===== src/rtl/sbus_wr_pkg.sv =====
package sbus_wr_pkg;
    typedef enum logic [1:0] {
        ST_IDLE,
        ST_ADDR,
        ST_DATA,
        ST_TAIL
    } seq_state_e;
endpackage


===== src/rtl/sbus_wr_timing.sv =====
// Derives the burst-adjusted edge positions and access length from the
// timing set captured for the current (or just accepted) request.
module sbus_wr_timing #(
    parameter int TW         = 4,
    parameter int CW         = 6,
    parameter int BIW        = 1,
    parameter int WIDE_BEATS = 2
) (
    input  logic           wide,
    input  logic [TW-1:0]  cs_off,
    input  logic [TW-1:0]  we_off,
    input  logic [TW-1:0]  cyc_time,
    input  logic [TW-1:0]  page_time,
    input  logic [TW-1:0]  data_on,
    output logic [TW-1:0]  pg_eff,
    output logic [BIW-1:0] last_beat,
    output logic [CW-1:0]  cs_end,
    output logic [CW-1:0]  we_end,
    output logic [CW-1:0]  data_end,
    output logic [CW-1:0]  acc_len
);
    logic [CW-1:0] extra;

    always_comb begin
        pg_eff    = (page_time == '0) ? TW'(1) : page_time;
        last_beat = wide ? BIW'(WIDE_BEATS - 1) : '0;
        extra     = CW'(last_beat) * CW'(pg_eff);
        cs_end    = CW'(cs_off) + extra;
        we_end    = CW'(we_off) + extra;
        data_end  = CW'(data_on) + extra + CW'(1);
        acc_len   = CW'(cyc_time) + extra;
        if (cs_end > acc_len)   acc_len = cs_end;
        if (we_end > acc_len)   acc_len = we_end;
        if (data_end > acc_len) acc_len = data_end;
    end
endmodule


===== src/rtl/sbus_wr_strobe.sv =====
// Registered control strobes, decoded from the next cycle count.
module sbus_wr_strobe #(
    parameter int TW = 4,
    parameter int CW = 6
) (
    input  logic          clk,
    input  logic          rst_n,
    input  logic          busy_nx,
    input  logic [CW-1:0] t_nx,
    input  logic [TW-1:0] adv_off,
    input  logic [TW-1:0] we_on,
    input  logic [CW-1:0] cs_end,
    input  logic [CW-1:0] we_end,
    output logic          cs_n,
    output logic          adv_n,
    output logic          we_n
);
    logic cs_act, adv_act, we_act;

    always_comb begin
        cs_act  = busy_nx && (t_nx < cs_end);
        adv_act = busy_nx && (t_nx < CW'(adv_off));
        we_act  = busy_nx && (t_nx >= CW'(we_on)) && (t_nx < we_end);
    end

    always_ff @(posedge clk or negedge rst_n) begin
        if (!rst_n) begin
            cs_n  <= 1'b1;
            adv_n <= 1'b1;
            we_n  <= 1'b1;
        end else begin
            cs_n  <= ~cs_act;
            adv_n <= ~adv_act;
            we_n  <= ~we_act;
        end
    end
endmodule


===== src/rtl/sbus_wr_admux.sv =====
// Multiplexed AD bus driver: address phase, then burst words paced by the
// page-burst time with a beat counter.
module sbus_wr_admux
    import sbus_wr_pkg::*;
#(
    parameter int DEV_W      = 16,
    parameter int ACC_W      = 32,
    parameter int TW         = 4,
    parameter int BIW        = 1,
    parameter int WIDE_BEATS = 2
) (
    input  logic             clk,
    input  logic             rst_n,
    input  seq_state_e       state_q,
    input  seq_state_e       state_nx,
    input  logic [TW-1:0]    pg_eff,
    input  logic [BIW-1:0]   last_beat,
    input  logic [DEV_W-1:0] addr_nx,
    input  logic [ACC_W-1:0] data_nx,
    output logic [DEV_W-1:0] ad,
    output logic             ad_oe
);
    logic [DEV_W-1:0] words [WIDE_BEATS];
    logic [BIW-1:0]   beat_q, beat_nx;
    logic [TW-1:0]    pc_q, pc_nx;
    logic             in_data_q, in_data_nx;
    logic [DEV_W-1:0] ad_nx;
    logic             oe_nx;

    for (genvar g = 0; g < WIDE_BEATS; g++) begin : g_word
        assign words[g] = data_nx[g*DEV_W +: DEV_W];
    end

    always_comb begin
        in_data_q  = (state_q == ST_DATA) || (state_q == ST_TAIL);
        in_data_nx = (state_nx == ST_DATA) || (state_nx == ST_TAIL);
        beat_nx    = beat_q;
        pc_nx      = pc_q;
        if (in_data_nx && !in_data_q) begin
            beat_nx = '0;
            pc_nx   = '0;
        end else if (in_data_nx && (beat_q < last_beat)) begin
            if (({1'b0, pc_q} + 1'b1) >= {1'b0, pg_eff}) begin
                beat_nx = beat_q + 1'b1;
                pc_nx   = '0;
            end else begin
                pc_nx = pc_q + 1'b1;
            end
        end
    end

    always_comb begin
        ad_nx = '0;
        oe_nx = 1'b0;
        unique case (state_nx)
            ST_IDLE: begin
                ad_nx = '0;
                oe_nx = 1'b0;
            end
            ST_ADDR: begin
                ad_nx = addr_nx;
                oe_nx = 1'b1;
            end
            ST_DATA, ST_TAIL: begin
                ad_nx = words[beat_nx];
                oe_nx = 1'b1;
            end
            default: begin
                ad_nx = '0;
                oe_nx = 1'b0;
            end
        endcase
    end

    always_ff @(posedge clk or negedge rst_n) begin
        if (!rst_n) begin
            beat_q <= '0;
            pc_q   <= '0;
            ad     <= '0;
            ad_oe  <= 1'b0;
        end else begin
            beat_q <= beat_nx;
            pc_q   <= pc_nx;
            ad     <= ad_nx;
            ad_oe  <= oe_nx;
        end
    end
endmodule


===== src/rtl/sbus_wr_seq.sv =====
// Top: request capture, cycle counter and access state machine.
module sbus_wr_seq
    import sbus_wr_pkg::*;
#(
    parameter int DEV_W = 16,
    parameter int ACC_W = 32,
    parameter int TW    = 4
) (
    input  logic             clk,
    input  logic             rst_n,
    input  logic             req_valid,
    output logic             req_ready,
    input  logic             req_wide,
    input  logic [DEV_W-1:0] req_addr,
    input  logic [ACC_W-1:0] req_data,
    input  logic [TW-1:0]    cfg_cs_off,
    input  logic [TW-1:0]    cfg_adv_off,
    input  logic [TW-1:0]    cfg_we_on,
    input  logic [TW-1:0]    cfg_we_off,
    input  logic [TW-1:0]    cfg_data_on,
    input  logic [TW-1:0]    cfg_cyc_time,
    input  logic [TW-1:0]    cfg_page_time,
    output logic             bus_cs_n,
    output logic             bus_adv_n,
    output logic             bus_we_n,
    output logic             bus_ad_oe,
    output logic [DEV_W-1:0] bus_ad
);
    localparam int WIDE_BEATS = ACC_W / DEV_W;
    localparam int BIW        = (WIDE_BEATS > 1) ? $clog2(WIDE_BEATS) : 1;
    localparam int CW         = TW + BIW + 1;

    seq_state_e state_q, state_nx;
    logic [CW-1:0] t_q, t_nx, t_inc;
    logic          accept, busy_nx;

    logic [TW-1:0]    cs_off_q, adv_off_q, we_on_q, we_off_q, data_on_q, cyc_q, page_q;
    logic [TW-1:0]    cs_off_nx, adv_off_nx, we_on_nx, we_off_nx, data_on_nx, cyc_nx, page_nx;
    logic             wide_q, wide_nx;
    logic [DEV_W-1:0] addr_q, addr_nx;
    logic [ACC_W-1:0] data_q, data_nx;

    logic [TW-1:0]  pg_eff;
    logic [BIW-1:0] last_beat;
    logic [CW-1:0]  cs_end, we_end, data_end, acc_len;

    assign req_ready = (state_q == ST_IDLE);
    assign accept    = req_valid && req_ready;

    always_comb begin
        cs_off_nx  = accept ? cfg_cs_off    : cs_off_q;
        adv_off_nx = accept ? cfg_adv_off   : adv_off_q;
        we_on_nx   = accept ? cfg_we_on     : we_on_q;
        we_off_nx  = accept ? cfg_we_off    : we_off_q;
        data_on_nx = accept ? cfg_data_on   : data_on_q;
        cyc_nx     = accept ? cfg_cyc_time  : cyc_q;
        page_nx    = accept ? cfg_page_time : page_q;
        wide_nx    = accept ? req_wide      : wide_q;
        addr_nx    = accept ? req_addr      : addr_q;
        data_nx    = accept ? req_data      : data_q;
    end

    sbus_wr_timing #(
        .TW(TW), .CW(CW), .BIW(BIW), .WIDE_BEATS(WIDE_BEATS)
    ) u_timing (
        .wide      (wide_nx),
        .cs_off    (cs_off_nx),
        .we_off    (we_off_nx),
        .cyc_time  (cyc_nx),
        .page_time (page_nx),
        .data_on   (data_on_nx),
        .pg_eff    (pg_eff),
        .last_beat (last_beat),
        .cs_end    (cs_end),
        .we_end    (we_end),
        .data_end  (data_end),
        .acc_len   (acc_len)
    );

    // next-state logic
    always_comb begin
        t_inc    = t_q + CW'(1);
        state_nx = state_q;
        unique case (state_q)
            ST_IDLE: begin
                if (accept) state_nx = (data_on_nx == '0) ? ST_DATA : ST_ADDR;
            end
            ST_ADDR: begin
                if (t_inc >= CW'(data_on_q)) state_nx = ST_DATA;
            end
            ST_DATA: begin
                if (t_inc >= acc_len)       state_nx = ST_IDLE;
                else if (t_inc >= data_end) state_nx = ST_TAIL;
            end
            ST_TAIL: begin
                if (t_inc >= acc_len) state_nx = ST_IDLE;
            end
            default: state_nx = ST_IDLE;
        endcase
        busy_nx = (state_nx != ST_IDLE);
        t_nx    = accept ? '0 : (busy_nx ? t_inc : '0);
    end

    // state register and request capture
    always_ff @(posedge clk or negedge rst_n) begin
        if (!rst_n) begin
            state_q   <= ST_IDLE;
            t_q       <= '0;
            cs_off_q  <= '0;
            adv_off_q <= '0;
            we_on_q   <= '0;
            we_off_q  <= '0;
            data_on_q <= '0;
            cyc_q     <= '0;
            page_q    <= '0;
            wide_q    <= 1'b0;
            addr_q    <= '0;
            data_q    <= '0;
        end else begin
            state_q   <= state_nx;
            t_q       <= t_nx;
            cs_off_q  <= cs_off_nx;
            adv_off_q <= adv_off_nx;
            we_on_q   <= we_on_nx;
            we_off_q  <= we_off_nx;
            data_on_q <= data_on_nx;
            cyc_q     <= cyc_nx;
            page_q    <= page_nx;
            wide_q    <= wide_nx;
            addr_q    <= addr_nx;
            data_q    <= data_nx;
        end
    end

    sbus_wr_strobe #(.TW(TW), .CW(CW)) u_strobe (
        .clk     (clk),
        .rst_n   (rst_n),
        .busy_nx (busy_nx),
        .t_nx    (t_nx),
        .adv_off (adv_off_nx),
        .we_on   (we_on_nx),
        .cs_end  (cs_end),
        .we_end  (we_end),
        .cs_n    (bus_cs_n),
        .adv_n   (bus_adv_n),
        .we_n    (bus_we_n)
    );

    sbus_wr_admux #(
        .DEV_W(DEV_W), .ACC_W(ACC_W), .TW(TW), .BIW(BIW), .WIDE_BEATS(WIDE_BEATS)
    ) u_admux (
        .clk       (clk),
        .rst_n     (rst_n),
        .state_q   (state_q),
        .state_nx  (state_nx),
        .pg_eff    (pg_eff),
        .last_beat (last_beat),
        .addr_nx   (addr_nx),
        .data_nx   (data_nx),
        .ad        (bus_ad),
        .ad_oe     (bus_ad_oe)
    );
endmodule


===== config.mk =====
export PLATFORM = sky130hd
export DESIGN_NAME = sbus_wr_seq
export DESIGN_NICKNAME = d
export VERILOG_FILES = /design/src/rtl/sbus_wr_pkg.sv /design/src/rtl/sbus_wr_timing.sv /design/src/rtl/sbus_wr_strobe.sv /design/src/rtl/sbus_wr_admux.sv /design/src/rtl/sbus_wr_seq.sv
export SDC_FILE = /design/constraint.sdc
export NUM_CORES = 1
export LEC_CHECK = 0
export ABC_AREA = 0
export BUFFER_PORTS_ARGS = -buffer_cell sky130_fd_sc_hd__buf_2
export CORE_MARGIN = 4
export CORE_UTILIZATION = 48
export DETAILED_ROUTE_END_ITERATION = 7
export PLACE_DENSITY = 0.69
export REMOVE_ABC_BUFFERS = 1
export SYNTH_ARGS = -nofsm -noshare
export SYNTH_HDL_FRONTEND = slang
export SYNTH_SLANG_ARGS = --single-unit

===== constraint.sdc =====
create_clock -name clk -period 14.5 [get_ports clk]
set_input_delay 0 -clock clk [delete_from_list [all_inputs] [get_ports clk]]
set_output_delay 0 -clock clk [all_outputs]
set_load 0.005 [all_outputs]

==> summary.md, run 1 <==
| Metric | Value |
|---|---|
| Critical path arrival | `about 11 ns` |
| Total CTS buffers | `9` |
| Core area | `~13000 um^2` |
| Number of synthesized flops with an enable pin | `0` |
| DRT Pass-1 Iters | `4` |
| RSZ-0062 raised after global routing | `no` |
| IO buf count | `100` |
| Vias in the first global route | `between 5000 and 6000` |
| Top FF cell, synth | `dfrtp_1` |
| # H-tree levels | `3` |
| Max Cap Viol | `0` |
| DR vias/cell | `5.159` |
| Ports | `between 100 and 150` |
| Async S/R FF share, synth | `1.000` |
| Synth area leader | `dfrtp_1` |
| Commonest cells post-synth | `nand2_1 (159), dfrtp_1 (107), inv_1 (66), ha_1 (65), a21oi_1 (35)` |
| Worst-Margin Slew | `about 1.1 ns` |
| YS warnings | `0` |
| Crit start category | `flop` |
| Period minus WS final | `~11 ns` |
| Maximum number of pins on one net before global-route repair | `between 70 and 80` |
| CP max stage delay | `approximately 0.84 ns` |
| Worst hold path class | `input pin to flop` |
| Inserted Diodes | `0` |
| Nets | `about 980` |
| CP Capture Type | `flop` |
| Clk_lat worst skew | `0.35 ns` |
| Clk root buf | `clkbuf_16` |
| Post-synthesis sequential area ratio | `0.4345` |
| Top-area cell type share of the netlist area | `0.4221` |
| CP Buf/Inv Count | `2` |
| Status | `finished with violations` |
| Worst hold slack | `-0.001729 ns` |
| Total number of vias | `between 5000 and 6000` |
| Clock Tree Buf Depth | `2` |
| Setup CP Type | `flop to flop` |
| DR WL/cell | `roughly 16 um` |
| Top cells by area, synth | `dfrtp_1 (42%), ha_1 (13%), nand2_1 (9.4%)` |
| Antenna Nets Post-Route | `0` |
| Die area | `approximately 15000 um^2` |
| Die height | `around 120 um` |
| First-pass GRT wire length | `25.88 mm` |
| Final HPWL DP | `~11 mm` |
| Clock transition at the registers of the reported paths | `about 0.07 ns` |
| CTS tree | `yes` |
| Initial cell density of the core | `0.4966` |
| Global Route Usage Sum | `0.2159` |
| Skew final | `0.009432 ns` |
| Final period util | `0.7355` |
| Largest delay contributor family on the critical path | `compound AO/OA/AOI/OAI gates` |
| Post-CTS Setup Inserts | `0` |
| Crit path max-delay cell type | `o31ai_4` |
| Final Hold Vio Count | `1` |
| Synth unique cells | `50` |
| Max-slew headroom | `0.2846` |
| Pins over their slew limit | `0` |
| Layout cells sized above 1 | `0.1780` |
| Synthesized cell area | `6344 um^2` |
| Critical Path Most Common Cell | `nor2_1` |
| Synth-to-Final Area Change | `26.35%` |
| Critical Path RT | `14.69 ns` |
| DRC Markers | `0` |
| Initial antenna violation count | `0` |
| Remaining Overflow, GRT | `0` |
| Fmax | `roughly 0.094 GHz` |
| Top-count cell post-synth | `nand2_1` |
| GP Congestion | `0.8699` |
| Endpoints failing setup | `0` |
| Clock Sinks | `110` |
| DR iter-0 viols | `~270` |
| Setup tns final | `0 ns` |
| Chip width | `around 120 um` |
| # rows | `41` |
| Synth Instances | `approximately 670` |
| Detailed Route WL | `~16 mm` |
| Flops & latches, synth | `110` |
| CP max FO | `between 70 and 80` |
| Failing checks | `hold timing` |
| Mean Syn Cell Area | `roughly 9.5 um^2` |
-- layout by cell type (no fill, tap or decap), drive strengths merged, types with 3 or more instances in the layout --
cell         count
fa               4
o21a             3
a22o             4
o211ai           3
mux2i           29
nand2          159
a21o            11
o2111ai          3
o32ai           16
nor3b            3
o31ai            3
nand3            7
nor2b            6
dlygate4sd3     75
o21ai           15
nor2            33
clkbuf          10
xnor2           10
buf            102
dfstp            3
dfrtp          107
nor3             4
nand2b           8
ha              65
mux2            14
xor2             4
a21oi           35
inv             70
and2             4
a211o            3
a31o             3
-- cell type report --
cell class	instances	area [um^2]
Inverter	67	251.5
Sequential cell	110	2756
Tap cell	172	215.2
Fill cell	1060	4758
Multi-Input combinational cell	467	3251
Clock inverter	6	43.79
Clock buffer	10	229.0
Timing Repair Buffer	177	1269
-- worst min-delay path, cell delays in order --
cell,delay (ns)
buf_2,0.09
mux2i_1,0.11
inv_1,0.11
-- per-stage QoR --
stage	setup WS [ns]	cells	hold WS [ns]	utilization	area, um^2
after floorplan	4.404	644	-0.2956	-	6245
after global placement	4.474	918	0.04967	0.5474	6992
after detailed placement	4.001	918	0.06312	0.5474	6992
after CTS	3.881	1009	0.001078	0.6275	8015
after global routing	2.896	1009	0.01210	0.6275	8015
final	3.836	1009	-0.001729	0.6275	8015
-- sequential cells by signal, summed over array words and instances (netlist names), 4 cells and up --
register      cells
cyc_q             4
page_q            4
data_q           32
we_on_q           4
data_on_q         4
t_q               6
adv_off_q         4
u_admux.pc_q      4
u_admux.ad       16
cs_off_q          4
addr_q           16
we_off_q          4
-- routing by layer --
| layer | wire length, um | global-route usage | share of wire |
|---|---|---|---|
| met3 | 763 | 0.02928 | 0.048 |
| met1 | 6997 | 0.2836 | 0.44 |
| met2 | 7725 | 0.3680 | 0.49 |
| met5 | 0 | 0 | 0 |
| met4 | 278 | 0.07418 | 0.018 |
-- what timing repair did --
| action | in CTS | in global routing |
|---|---|---|
| endpoints found under the hold margin | 134 | 0 |
| setup endpoints to repair | 0 | 0 |
| gates resized for setup | 0 | 0 |
| hold buffers | 75 | 0 |
-- logic make-up (layout without fill, tap and decap cells) --
kind of cell,Yosys count,after routing,share of synthesized area
adder cells (fa/ha/maj),69,69,0.1408
flip-flops,110,110,0.4345
XOR/XNOR,14,14,0.01933
AND/OR/NAND/NOR,230,230,0.1527
AO/OA/AOI/OAI,111,111,0.1268
multiplexers,43,43,0.07061
buffers and inverters,90,260,0.05523
-- path summary, 6_finish.rpt --
check	from	endpoint	slack [ns]	cells past startpoint
worst min register to register	adv_off_q[0]	adv_off_q[0]	0.47	2
worst max-delay path	state_q[1]	u_admux.ad[8]	3.84	35
worst max register to register	state_q[1]	u_admux.ad[8]	3.84	35
worst min-delay path	cfg_page_time[1]	page_q[1]	-0.002	3
min in group asynchronous	rst_n	data_q[21]	0.20	2
max in group asynchronous	rst_n	we_off_q[0]	13.06	3
Power of run 1 is not shown: default switching activity piles up to over one toggle a cycle in this logic, so the estimate is an artifact.
==> run 2, diff against run 1 <==
Clock period 14.5 ns to 10.9 ns, I/O delays scaled along.
==> summary.md, run 2 (synthesized netlist as in run 1, its figures left out) <==
| Metric | Value |
|---|---|
| Status | `finished clean` |
| Initial antenna violation count | `1 (+1)` |
| Regs by FF count | `data_q: 32 flops, addr_q: 16 flops, u_admux.ad: 16 flops` |
| Layout cells sized above 1 | `0.1819 (+0.003910)` |
| Commonest non-fill, non-tap cells in the layout | `nand2_1 (158), dfrtp_1 (107), buf_2 (99), dlygate4sd3_1 (76), inv_1 (66)` |
| Detailed Route WL | `16.01 mm (+1.6%)` |
| Clk root buf | `clkbuf_16` |
| CTS tree | `yes` |
| Layout Cells excl Fill | `1014 (+0.50%)` |
| DR iter-0 viols | `343 (+28%)` |
| Pins over their slew limit | `0 (unchanged)` |
| Total CTS buffers | `9 (unchanged)` |
| Largest Register | `data_q` |
| Die height | `123.0 um (unchanged)` |
| Skew final | `0.008053 ns (-0.001380 ns)` |
| Critical Path Most Common Cell | `ha_1` |
| Critical Path RT | `11.16 ns (-3.53 ns)` |
| GP Congestion | `0.8935 (+2.7%)` |
| Nets | `985 (+0.41%)` |
| Max-slew headroom | `0.3283 (+0.04374)` |
| Final HPWL DP | `11.00 mm (+3.6%)` |
| DRT Pass-1 Iters | `4 (unchanged)` |
| CP Capture Type | `flop` |
| R2R Setup Slk | `0.84 ns (-3.00 ns)` |
| Die area | `15120 um^2 (unchanged)` |
| Vias in the first global route | `5625 (+6.0%)` |
| Commonest non-fill, non-tap cell in the layout | `nand2_1` |
| Worst-Margin Slew | `1.007 ns (-0.06561 ns)` |
| Antenna Nets Post-Route | `0 (unchanged)` |
| Core area | `12770 um^2 (unchanged)` |
| CP max stage delay | `0.55 ns (-0.29 ns)` |
| Max Cap Viol | `0 (unchanged)` |
| Place WS | `0.8889 ns (-3.112 ns)` |
| Global Route Usage Sum | `0.2250 (+0.009081)` |
| Initial cell density of the core | `0.4966 (unchanged)` |
| Post_cts resized | `0 (unchanged)` |
| Final period util | `0.9231 (+0.1876)` |
| DR WL/cell | `15.79 um (+1.1%)` |
| Crit path max-delay cell type | `dfrtp_1` |
| Period minus WS final | `10.06 ns (-0.6028 ns)` |
| CP max FO | `56 (-24%)` |
| Max reg flops | `32 (unchanged)` |
| # H-tree levels | `3 (unchanged)` |
| Final Hold Vio Count | `0 (-1)` |
| PnR worst setup slack | `0.8384 ns (-2.997 ns)` |
| Cells after DPL | `921 (+0.33%)` |
| Clock Sinks | `110 (unchanged)` |
| Post-CTS Setup Inserts | `0 (unchanged)` |
| Hold Buf Count CTS | `76 (+1.3%)` |
| Setup tns final | `0 ns (unchanged)` |
| Ports | `101 (unchanged)` |
| IO buf count | `100 (unchanged)` |
| RSZ-0062 raised after global routing | `no` |
| Worst hold path class | `input pin to flop` |
| Final Cell Area | `8069 um^2 (+0.67%)` |
| Largest delay contributor family on the critical path | `compound AO/OA/AOI/OAI gates` |
| Chip width | `123.0 um (unchanged)` |
| Maximum number of pins on one net before global-route repair | `80 (+6.7%)` |
| Clock transition at the registers of the reported paths | `0.08 ns (about the same)` |
| Synth-to-Final Area Change | `27.20%` |
| DRC Markers | `0 (unchanged)` |
| First-pass GRT wire length | `26.74 mm (+3.3%)` |
| Total number of vias | `5244 (+0.75%)` |
| Remaining Overflow, GRT | `0 (unchanged)` |
| Setup CP Type | `flop to flop` |
| Critical path arrival | `10.32 ns (-0.53 ns)` |
| Clock Tree Buf Depth | `2 (unchanged)` |
| CP Buf/Inv Count | `4 (+2)` |
| Placed Area | `7014 um^2 (+0.32%)` |
| Fmax | `0.09939 GHz (+6.0%)` |
| Crit start category | `flop` |
| # rows | `41 (unchanged)` |
| DR vias/cell | `5.172 (+0.25%)` |
| Clk_lat worst skew | `0.36 ns (about the same)` |
| Endpoints failing setup | `0 (unchanged)` |
-- run 2: changes by cell type in the layout (fill, tap and decap cells not counted), sizes merged --
cell,previous run,this run
clkinv,2,3
buf,102,105
inv,70,69
dlygate4sd3,75,76
diode,0,1
-- run 2: per-layer routing --
| layer | global-route usage | vias to the layer above | wire, um |
|---|---|---|---|
| met5 | 0 | - | 0 |
| met4 | 0.09587 | 0 | 445 |
| met3 | 0.03065 | 31 | 701 |
| met2 | 0.3844 | 134 | 7658 |
| met1 | 0.2869 | 2497 | 7209 |
| li1 | - | 2582 | - |
-- run 2: final cells by class --
class	count	area (um^2)
clock buffers	10	239.0
well taps	172	215.2
repair buffers	181	1301
fillers	1039	4705
flip-flops and latches	110	2756
clock inverters	6	52.55
diodes	1	2.502
inverters	67	251.5
multi-input cells	467	3251
-- run 2: per-stage QoR --
step	hold slack [ns]	util
after floorplan	-0.2956	-
after global placement	-0.04969	0.5491
after detailed placement	-0.04952	0.5491
after CTS	0.02377	0.6315
after global routing	0.06509	0.6317
final	0.03956	0.6317
-- run 2: worst paths after layout --
check / depth (start not counted) / to / startpoint
min in group asynchronous: 2 / addr_q[5] / rst_n
setup reg to reg: 40 / u_strobe.cs_n / state_q[1]
max in group asynchronous: 3 / we_off_q[1] / rst_n
setup / recovery: 40 / u_strobe.cs_n / state_q[1]
hold reg to reg: 2 / data_q[9] / data_q[9]
hold / removal: 3 / data_on_q[1] / cfg_data_on[1]
-- run 2: worst min-delay path: cells and delay by family --
family	cells	cell delay (ns)
compound gates	1	0.13
buf+inv	2	0.22
Power of run 2 is left out for the same reason.
